### src/rtl/sflag_pkg.sv
package sflag_pkg;

    localparam int REG_W    = 8;
    localparam int NCLR     = 5;
    localparam int CLR_BASE = 3;

    localparam int B_TXE = 7;
    localparam int B_RXF = 6;
    localparam int B_OVR = 5;
    localparam int B_FRM = 4;
    localparam int B_PAR = 3;
    localparam int B_TXD = 2;
    localparam int B_RMP = 1;
    localparam int B_TMP = 0;

    localparam int I_TXE = B_TXE - CLR_BASE;
    localparam int I_RXF = B_RXF - CLR_BASE;
    localparam int I_OVR = B_OVR - CLR_BASE;
    localparam int I_FRM = B_FRM - CLR_BASE;
    localparam int I_PAR = B_PAR - CLR_BASE;

    localparam logic [REG_W-1:0] RST_WORD = 8'h84;

    typedef struct packed {
        logic tx_load;
        logic tx_last;
        logic rx_done;
        logic rx_fe;
        logic rx_pe;
        logic rx_mpb;
        logic dma_tx_wr;
        logic dma_rx_rd;
    } sflag_evt_t;

    function automatic logic clean_frame(input sflag_evt_t e);
        return e.rx_done && !e.rx_fe && !e.rx_pe;
    endfunction

endpackage

### src/rtl/sflag_cell.sv
module sflag_cell #(
    parameter logic RST_VAL = 1'b0
) (
    input  logic clk,
    input  logic rst,
    input  logic set_i,
    input  logic xclr_i,
    input  logic rd_i,
    input  logic wr_i,
    input  logic wbit_i,
    output logic q_o,
    output logic wclr_o
);

    logic q;
    logic arm;

    assign wclr_o = wr_i && !wbit_i && arm;
    assign q_o    = q;

    always_ff @(posedge clk) begin
        if (rst) begin
            q   <= RST_VAL;
            arm <= 1'b0;
        end else begin
            if (set_i)
                q <= 1'b1;
            else if (wclr_o || xclr_i)
                q <= 1'b0;
            if (wr_i)
                arm <= 1'b0;
            else if (rd_i && q)
                arm <= 1'b1;
        end
    end

    assert_set_wins_R11: assert property (@(posedge clk) disable iff (rst)
        set_i |=> q);

    assert_unarmed_write_keeps_R3: assert property (@(posedge clk) disable iff (rst)
        (wr_i && !arm && !set_i && !xclr_i && q) |=> q);

    assert_write_disarms_R3: assert property (@(posedge clk) disable iff (rst)
        wr_i |=> !arm);

endmodule

### src/rtl/sflag_set_gen.sv
module sflag_set_gen
    import sflag_pkg::*;
(
    input  sflag_evt_t        evt_i,
    input  logic              tx_en_i,
    input  logic              txe_q_i,
    input  logic              rxf_q_i,
    output logic [NCLR-1:0]   set_o,
    output logic [NCLR-1:0]   xclr_o,
    output logic              txd_set_o
);

    always_comb begin
        set_o        = '0;
        xclr_o       = '0;
        set_o[I_TXE] = !tx_en_i || evt_i.tx_load;
        set_o[I_RXF] = clean_frame(evt_i) && !rxf_q_i;
        set_o[I_OVR] = evt_i.rx_done && rxf_q_i;
        set_o[I_FRM] = evt_i.rx_done && evt_i.rx_fe;
        set_o[I_PAR] = evt_i.rx_done && evt_i.rx_pe;
        xclr_o[I_TXE] = evt_i.dma_tx_wr;
        xclr_o[I_RXF] = evt_i.dma_rx_rd;
        txd_set_o    = !tx_en_i || (evt_i.tx_last && txe_q_i);
    end

endmodule

### src/rtl/serial_flag_reg.sv
module serial_flag_reg
    import sflag_pkg::*;
(
    input  logic             clk,
    input  logic             rst,
    input  logic             tx_en,
    input  logic             cpu_rd,
    input  logic             cpu_wr,
    input  logic [REG_W-1:0] cpu_wdata,
    output logic [REG_W-1:0] cpu_rdata,
    input  logic             tx_load,
    input  logic             tx_last_bit,
    input  logic             rx_done,
    input  logic             rx_frame_err,
    input  logic             rx_parity_err,
    input  logic             rx_mpbit,
    input  logic             dma_txd_wr,
    input  logic             dma_rxd_rd
);

    sflag_evt_t       evt;
    logic [NCLR-1:0]  set_v;
    logic [NCLR-1:0]  xclr_v;
    logic [NCLR-1:0]  q_v;
    logic [NCLR-1:0]  wclr_v;
    logic             txd_set;
    logic             txd_q;
    logic             rmp_q;
    logic             tmp_q;
    logic             unused_wbits;

    assign unused_wbits = ^cpu_wdata[B_TXD:B_RMP];

    always_comb begin
        evt.tx_load   = tx_load;
        evt.tx_last   = tx_last_bit;
        evt.rx_done   = rx_done;
        evt.rx_fe     = rx_frame_err;
        evt.rx_pe     = rx_parity_err;
        evt.rx_mpb    = rx_mpbit;
        evt.dma_tx_wr = dma_txd_wr;
        evt.dma_rx_rd = dma_rxd_rd;
    end

    sflag_set_gen u_set_gen (
        .evt_i     (evt),
        .tx_en_i   (tx_en),
        .txe_q_i   (q_v[I_TXE]),
        .rxf_q_i   (q_v[I_RXF]),
        .set_o     (set_v),
        .xclr_o    (xclr_v),
        .txd_set_o (txd_set)
    );

    for (genvar i = 0; i < NCLR; i++) begin : g_cell
        sflag_cell #(
            .RST_VAL (RST_WORD[CLR_BASE+i])
        ) u_cell (
            .clk    (clk),
            .rst    (rst),
            .set_i  (set_v[i]),
            .xclr_i (xclr_v[i]),
            .rd_i   (cpu_rd),
            .wr_i   (cpu_wr),
            .wbit_i (cpu_wdata[CLR_BASE+i]),
            .q_o    (q_v[i]),
            .wclr_o (wclr_v[i])
        );
    end

    always_ff @(posedge clk) begin
        if (rst) begin
            txd_q <= RST_WORD[B_TXD];
            rmp_q <= RST_WORD[B_RMP];
            tmp_q <= RST_WORD[B_TMP];
        end else begin
            if (txd_set)
                txd_q <= 1'b1;
            else if (wclr_v[I_TXE] || evt.dma_tx_wr)
                txd_q <= 1'b0;
            if (evt.rx_done)
                rmp_q <= evt.rx_mpb;
            if (cpu_wr)
                tmp_q <= cpu_wdata[B_TMP];
        end
    end

    assign cpu_rdata = {q_v, txd_q, rmp_q, tmp_q};

    assert_idle_forces_tx_flags_R4: assert property (@(posedge clk) disable iff (rst)
        !tx_en |=> (cpu_rdata[B_TXE] && cpu_rdata[B_TXD]));

    assert_done_needs_empty_R5: assert property (@(posedge clk) disable iff (rst)
        (tx_en && !cpu_rdata[B_TXE] && !cpu_rdata[B_TXD]) |=> !cpu_rdata[B_TXD]);

    assert_overrun_R7: assert property (@(posedge clk) disable iff (rst)
        (rx_done && cpu_rdata[B_RXF]) |=> cpu_rdata[B_OVR]);

    assert_mpbit_follows_R9: assert property (@(posedge clk) disable iff (rst)
        rx_done |=> (cpu_rdata[B_RMP] == $past(rx_mpbit)));

    assert_send_bit_R10: assert property (@(posedge clk) disable iff (rst)
        cpu_wr |=> (cpu_rdata[B_TMP] == $past(cpu_wdata[B_TMP])));

endmodule

### config.mk
export PLATFORM = sky130hd
export DESIGN_NAME = serial_flag_reg
export DESIGN_NICKNAME = d
export VERILOG_FILES = /design/src/rtl/sflag_pkg.sv /design/src/rtl/sflag_cell.sv /design/src/rtl/sflag_set_gen.sv /design/src/rtl/serial_flag_reg.sv
export SDC_FILE = /design/constraint.sdc
export NUM_CORES = 1
export LEC_CHECK = 0
export BUFFER_PORTS_ARGS = -buffer_cell sky130_fd_sc_hd__buf_2
export CELL_PAD_IN_SITES_DETAIL_PLACEMENT = 2
export CELL_PAD_IN_SITES_GLOBAL_PLACEMENT = 2
export CORE_UTILIZATION = 25
export CTS_CLUSTER_DIAMETER = 150
export DETAILED_ROUTE_END_ITERATION = 8
export GPL_ROUTABILITY_DRIVEN = 0
export PLACE_DENSITY_LB_ADDON = 0.1
export SLEW_MARGIN = 20
export SYNTH_ARGS = -nofsm -noshare
export SYNTH_HDL_FRONTEND = slang
export SYNTH_SLANG_ARGS = --single-unit
### constraint.sdc
create_clock -name clk -period 1.88 [get_ports clk]
set_clock_uncertainty 0.15 [all_clocks]
set_input_delay 0.282 -clock clk [delete_from_list [all_inputs] [get_ports clk]]
set_output_delay 0.282 -clock clk [all_outputs]
set_load 0.01 [all_outputs]
==> results.json, run 1 <==
{
  "gr-usage-all-layers": 0.116,
  "synth_fp_nets": 80,
  "clkTransAtPathRegs_ns": 0.08,
  "holdCritPathClass": "primary input to flip-flop",
  "grt_first_pass_wirelength_um": 2150,
  "max_cap_viol_count": 0,
  "yosysWarnings": 0,
  "firstDrtPassIters": 1,
  "ys_ff_latch": 13,
  "cp_slowest_cell": "dfxtp_1",
  "drc_errors": 0,
  "hpwlAfterDp_um": 946,
  "insertion_delay_ns": 0.27,
  "clockBufferDepth": 2,
  "drv_slew": 0,
  "tritoncts": "done",
  "syn_to_final_growth_pct": 21.4,
  "tightest_slew_ns": 0.267,
  "ys_seq_area_frac": 0.458,
  "syn_area_per_cell_sq_um": 9.63,
  "num_vias": 479,
  "die_area_sq_mm": 0.00247,
  "cts.htree.levels": 1,
  "rsz0062_at_grt": "no",
  "grt_max_degree": 17,
  "grt_overflow": 0,
  "fmax_mhz": 792,
  "start_util": 0.278,
  "period_minus_slack_ns": 1.26,
  "n_fill_cell": 259,
  "layout_setup_ws_ns": 0.617,
  "cellLeakagePower_nw": 0.317,
  "critPathBufInv": 1,
  "cts_resized": 0,
  "drive_gt1_frac": 0.392,
  "start_kind": "flip-flop",
  "cts-root-buf": "clkbuf_4",
  "critical_path.max_stage_delay_ns": 0.40,
  "cts-hold-fix-buffers": 0,
  "cts_inserted_buffers": 3,
  "vias_per_cell": 4.52,
  "port_buffers": 26,
  "synth_cells": 59,
  "antenna_found_initial": 0,
  "drt_iter0_markers": 0,
  "pwr_density_cell_mw_per_mm2": 772,
  "finalSetupViolations": 0,
  "wl_per_cell_um": 11.7,
  "cts.sinks": 13,
  "ys_types": 20,
  "core_sq_mm": 0.00204,
  "antenna_cells": 0,
  "worstPathCellList": "buf_2",
  "postCtsSetupBuffers": 0,
  "hold_viol": 0,
  "setup_tns_ns": 0,
  "fin_crit_sh": 0.672,
  "synth_area_sq_um": 568,
  "max-slew-margin-rel": 0.822,
  "ir_drop_uv": 418,
  "end_kind": "primary output",
  "ant_nets": 0,
  "fp-row-count": 16,
  "status": "finished clean",
  "die_w_um": 49.7,
  "routed_wl_um": 1240,
  "cp_top_family": "flip-flops",
  "arrival_ns": 0.83,
  "place_ws_ns": 0.609,
  "critPathKind": "flip-flop to primary output",
  "grt_pass1_vias": 485,
  "critPathMaxFanout": 5,
  "fin_nets": 101,
  "power_uw": 532,
  "required_ns": 1.45,
  "die_y_um": 49.7,
  "io_pins": 29
}
-- where the power goes --
part	internal, mW	switching [mW]
Combinational	0.0327	0.0309
Sequential	0.287	0.00733
Clock	0.0822	0.0923
Total	0.402	0.131
-- cells in the final DEF (no fill, tap or decap) --
cell | synthesis | layout
buf_2 | 1 | 26
dfxtp_1 | 13 | 13
a21oi_1 | 5 | 5
nor3_1 | 5 | 5
and3b_1 | 4 | 4
nand2b_1 | 4 | 4
clkbuf_4 | 0 | 3
nand3b_1 | 2 | 2
nand2_1 | 2 | 2
o22ai_1 | 2 | 2
mux2i_1 | 2 | 2
nor2_1 | 2 | 2
a311o_1 | 2 | 2
o21ai_0 | 1 | 1
or4b_1 | 1 | 1
or3b_2 | 1 | 1
o22ai_2 | 1 | 1
inv_1 | 1 | 1
and2_1 | 1 | 1
clkbuf_1 | 0 | 1
-- state kept, by name (all words and copies together) (netlist names) --
name               count
g_cell.u_cell.q_o      5
rmp_q                  1
txd_q                  1
tmp_q                  1
g_cell.u_cell.arm      5
-- final cells by class --
type,count,area (sq um),area share
Clock buffer,4,26.3,0.0381
Inverter,1,3.75,0.00544
Multi-Input combinational cell,35,235,0.341
Sequential cell,13,260,0.377
Tap cell,27,33.8,0.0490
Timing Repair Buffer,26,130,0.189
-- Yosys cell counts --
cell | number | area, sq um
and3b_1 | 4 | 35.0
a21oi_1 | 5 | 25.0
nand2_1 | 2 | 7.51
nor2_1 | 2 | 7.51
a311o_1 | 2 | 20.0
nand2b_1 | 4 | 25.0
buf_4 | 8 | 60.1
dfxtp_1 | 13 | 260
nand3b_1 | 2 | 15.0
nor3_1 | 5 | 25.0
o22ai_2 | 1 | 12.5
o21ai_0 | 1 | 5.00
and2_1 | 1 | 6.26
mux2i_1 | 2 | 20.0
buf_1 | 1 | 3.75
or3b_2 | 1 | 8.76
o22ai_1 | 2 | 12.5
buf_2 | 1 | 5.00
inv_1 | 1 | 3.75
or4b_1 | 1 | 10.0
-- logic make-up (layout without fill, tap and decap cells) --
group | count (synthesis) | count (layout) | synth area share
DFF | 13 | 13 | 0.458
and+or+nand+nor | 22 | 22 | 0.247
AOI/OAI and AO/OA | 11 | 11 | 0.132
muxes | 2 | 2 | 0.0352
buffers and inverters | 11 | 31 | 0.128
-- routing by layer --
layer  GRT usage  share of wire  wire [um]
met5           0              0          0
met4      0.0286              0          0
met3      0.0586          0.070         87
met2       0.196           0.47        587
met1       0.129           0.46        569
-- metrics by stage --
step / std cells / instance area [sq um] / hold slack (ns) / util
3_3_place_gp: 102 / 663 / 0.324 / 0.325
3_5_place_dp: 102 / 663 / 0.333 / 0.325
6_report: 106 / 689 / 0.0503 / 0.338
4_1_cts: 106 / 689 / 0.0465 / 0.338
5_1_grt: 106 / 689 / 0.0519 / 0.338
2_1_floorplan: 59 / 568 / 0.238 / -
-- final timing paths --
check / start / to / slack [ns] / cells after the start
max: g_cell[3].u_cell.q_o / cpu_rdata[6] / 0.62 / 1
min: tx_load / g_cell[4].u_cell.q_o / 0.05 / 2
max reg2reg: g_cell[3].u_cell.q_o / g_cell[3].u_cell.q_o / 0.64 / 2
min reg2reg: rmp_q / rmp_q / 0.34 / 2
Power figures use the tool's default switching activity.
==> run 2: changes to the inputs <==
--- a/config.mk
+++ b/config.mk
@@ -8,7 +8,7 @@
 export BUFFER_PORTS_ARGS = -buffer_cell sky130_fd_sc_hd__buf_2
 export CELL_PAD_IN_SITES_DETAIL_PLACEMENT = 2
 export CELL_PAD_IN_SITES_GLOBAL_PLACEMENT = 2
-export CORE_UTILIZATION = 25
+export CORE_UTILIZATION = 21
 export CTS_CLUSTER_DIAMETER = 150
 export DETAILED_ROUTE_END_ITERATION = 8
 export GPL_ROUTABILITY_DRIVEN = 0
==> constraint.sdc (replaced) <==
create_clock -name clk -period 1 [get_ports clk]
set_clock_uncertainty 0.15 [all_clocks]
set_input_delay 0.15 -clock clk [delete_from_list [all_inputs] [get_ports clk]]
set_output_delay 0.15 -clock clk [all_outputs]
set_load 0.01 [all_outputs]
==> results.json, run 2 (synthesis results as in run 1) <==
{
  "status": "finished with violations",
  "start_util": 0.225,
  "vias_per_cell": 4.46,
  "pwr_density_cell_mw_per_mm2": 1210,
  "numPlacedInstances": 112,
  "final_cell_count_no_fill": 123,
  "insertion_delay_ns": 0.27,
  "grt_overflow": 0,
  "routed_wl_um": 1620,
  "num_vias": 548,
  "antenna_found_initial": 0,
  "postLayoutCellArea_sq_um": 900,
  "layout_setup_ws_ns": -0.172,
  "wl_per_cell_um": 13.2,
  "period_minus_slack_ns": 1.17,
  "cts_inserted_buffers": 3,
  "final_cell_mix": "16 x buf_2, 11 x buf_6, 9 x dfxtp_2, 9 x buf_4, 5 x nor3_1",
  "die_w_um": 54.0,
  "whs_ns": -0.0793,
  "n_fill_cell": 304,
  "cts.htree.levels": 1,
  "final_util": 0.357,
  "fp-row-count": 18,
  "die_y_um": 54.0,
  "multi_input_area_sq_um": 249,
  "core_sq_mm": 0.00252,
  "hold_viol": 2,
  "power_mw": 1.09,
  "grt_max_degree": 8,
  "drc_errors": 0,
  "max_cap_viol_count": 0,
  "max-slew-margin-rel": 0.886,
  "grt_pass1_vias": 588,
  "final_common_cell": "buf_2",
  "end_kind": "flip-flop",
  "die_area_sq_mm": 0.00292,
  "required_ns": 1.06,
  "rsz0062_at_grt": "yes",
  "critPathKind": "flip-flop to flip-flop",
  "cts-root-buf": "clkbuf_4",
  "drive_gt1_frac": 0.581,
  "cts-hold-fix-buffers": 4,
  "fmax_mhz": 853,
  "clockBufferDepth": 2,
  "clkTransAtPathRegs_ns": 0.08,
  "fin_crit_sh": 1.17,
  "grt_first_pass_wirelength_um": 2530,
  "gr-usage-all-layers": 0.127,
  "arrival_ns": 1.23,
  "cellLeakagePower_nw": 0.405,
  "firstDrtPassIters": 2,
  "io_pins": 29,
  "finalSetupViolations": 9,
  "hpwlAfterDp_um": 1200,
  "port_buffers": 26,
  "ir_drop_uv": 647,
  "tritoncts": "done",
  "cts.sinks": 13,
  "critPathMaxFanout": 3,
  "tightest_slew_ns": 0.168,
  "start_kind": "flip-flop",
  "drt_iter0_markers": 2,
  "violations": "negative hold slack, negative setup slack",
  "dpl-instance-area_sq_um": 719,
  "holdCritPathClass": "primary input to flip-flop",
  "antenna_cells": 0,
  "fin_nets": 115,
  "drv_slew": 0,
  "ant_nets": 0,
  "setup_tns_ns": -0.536,
  "seqCellArea_sq_um": 272,
  "syn_to_final_growth_pct": 58.4
}
## run 2: cell count changes in the layout (fill, tap and decap cells not counted), sizes merged
cell / previous run / this run
dlygate4sd3: 0 / 4
buf: 26 / 36
## run 2: worst paths after layout
check,from,endpoint,slack (ns),cells past startpoint
worst min-delay path,tx_load,g_cell[4].u_cell.q_o,-0.08,2
worst max-delay path,g_cell[3].u_cell.q_o,g_cell[3].u_cell.q_o,-0.17,2
worst max register to register,g_cell[3].u_cell.q_o,g_cell[3].u_cell.q_o,-0.17,2
worst min register to register,g_cell[3].u_cell.arm,g_cell[3].u_cell.arm,0.36,2
## run 2: layout make-up
| class | instances | area share |
|---|---|---|
| clock buffers | 4 | 0.0292 |
| inverters | 1 | 0.00417 |
| flip-flops and latches | 13 | 0.302 |
| repair buffers | 40 | 0.346 |
| well taps | 30 | 0.0417 |
| multi-input cells | 35 | 0.277 |
## run 2: stage by stage
step                      worst slack, ns  hold slack (ns)
after detailed placement           -0.168            0.211
after CTS                          -0.181          -0.0911
after floorplan                    -0.137            0.106
final                              -0.172          -0.0793
after global placement             -0.136            0.207
after global routing               -0.188          -0.0862
## run 2: power breakdown
part	total (mW)	switching, mW	internal [mW]
Combinational	0.202	0.0765	0.125
Clock	0.329	0.174	0.155
Sequential	0.557	0.0145	0.543
## run 2: layer usage
layer | global-route usage | up-vias | part of all wire
met5 | 0 | - | 0
met3 | 0.0508 | 4 | 0.047
met1 | 0.130 | 263 | 0.39
li1 | - | 268 | -
met4 | 0.0385 | 0 | 0.024
met2 | 0.235 | 13 | 0.54
## run 2: worst max-delay path: stages, from the launching register on
cell	delay, ns
dfxtp_2	0.34
or4b_4	0.48
o22ai_2	0.14
## run 2: timing repair
| action | in CTS | in global routing |
|---|---|---|
| buffers inserted | 4 | 1 |
| pin swaps | 2 | 4 |
| resized for setup | 21 | 3 |
| hold endpoints to repair | 6 | 2 |
| endpoints found under the setup margin | 11 | 13 |
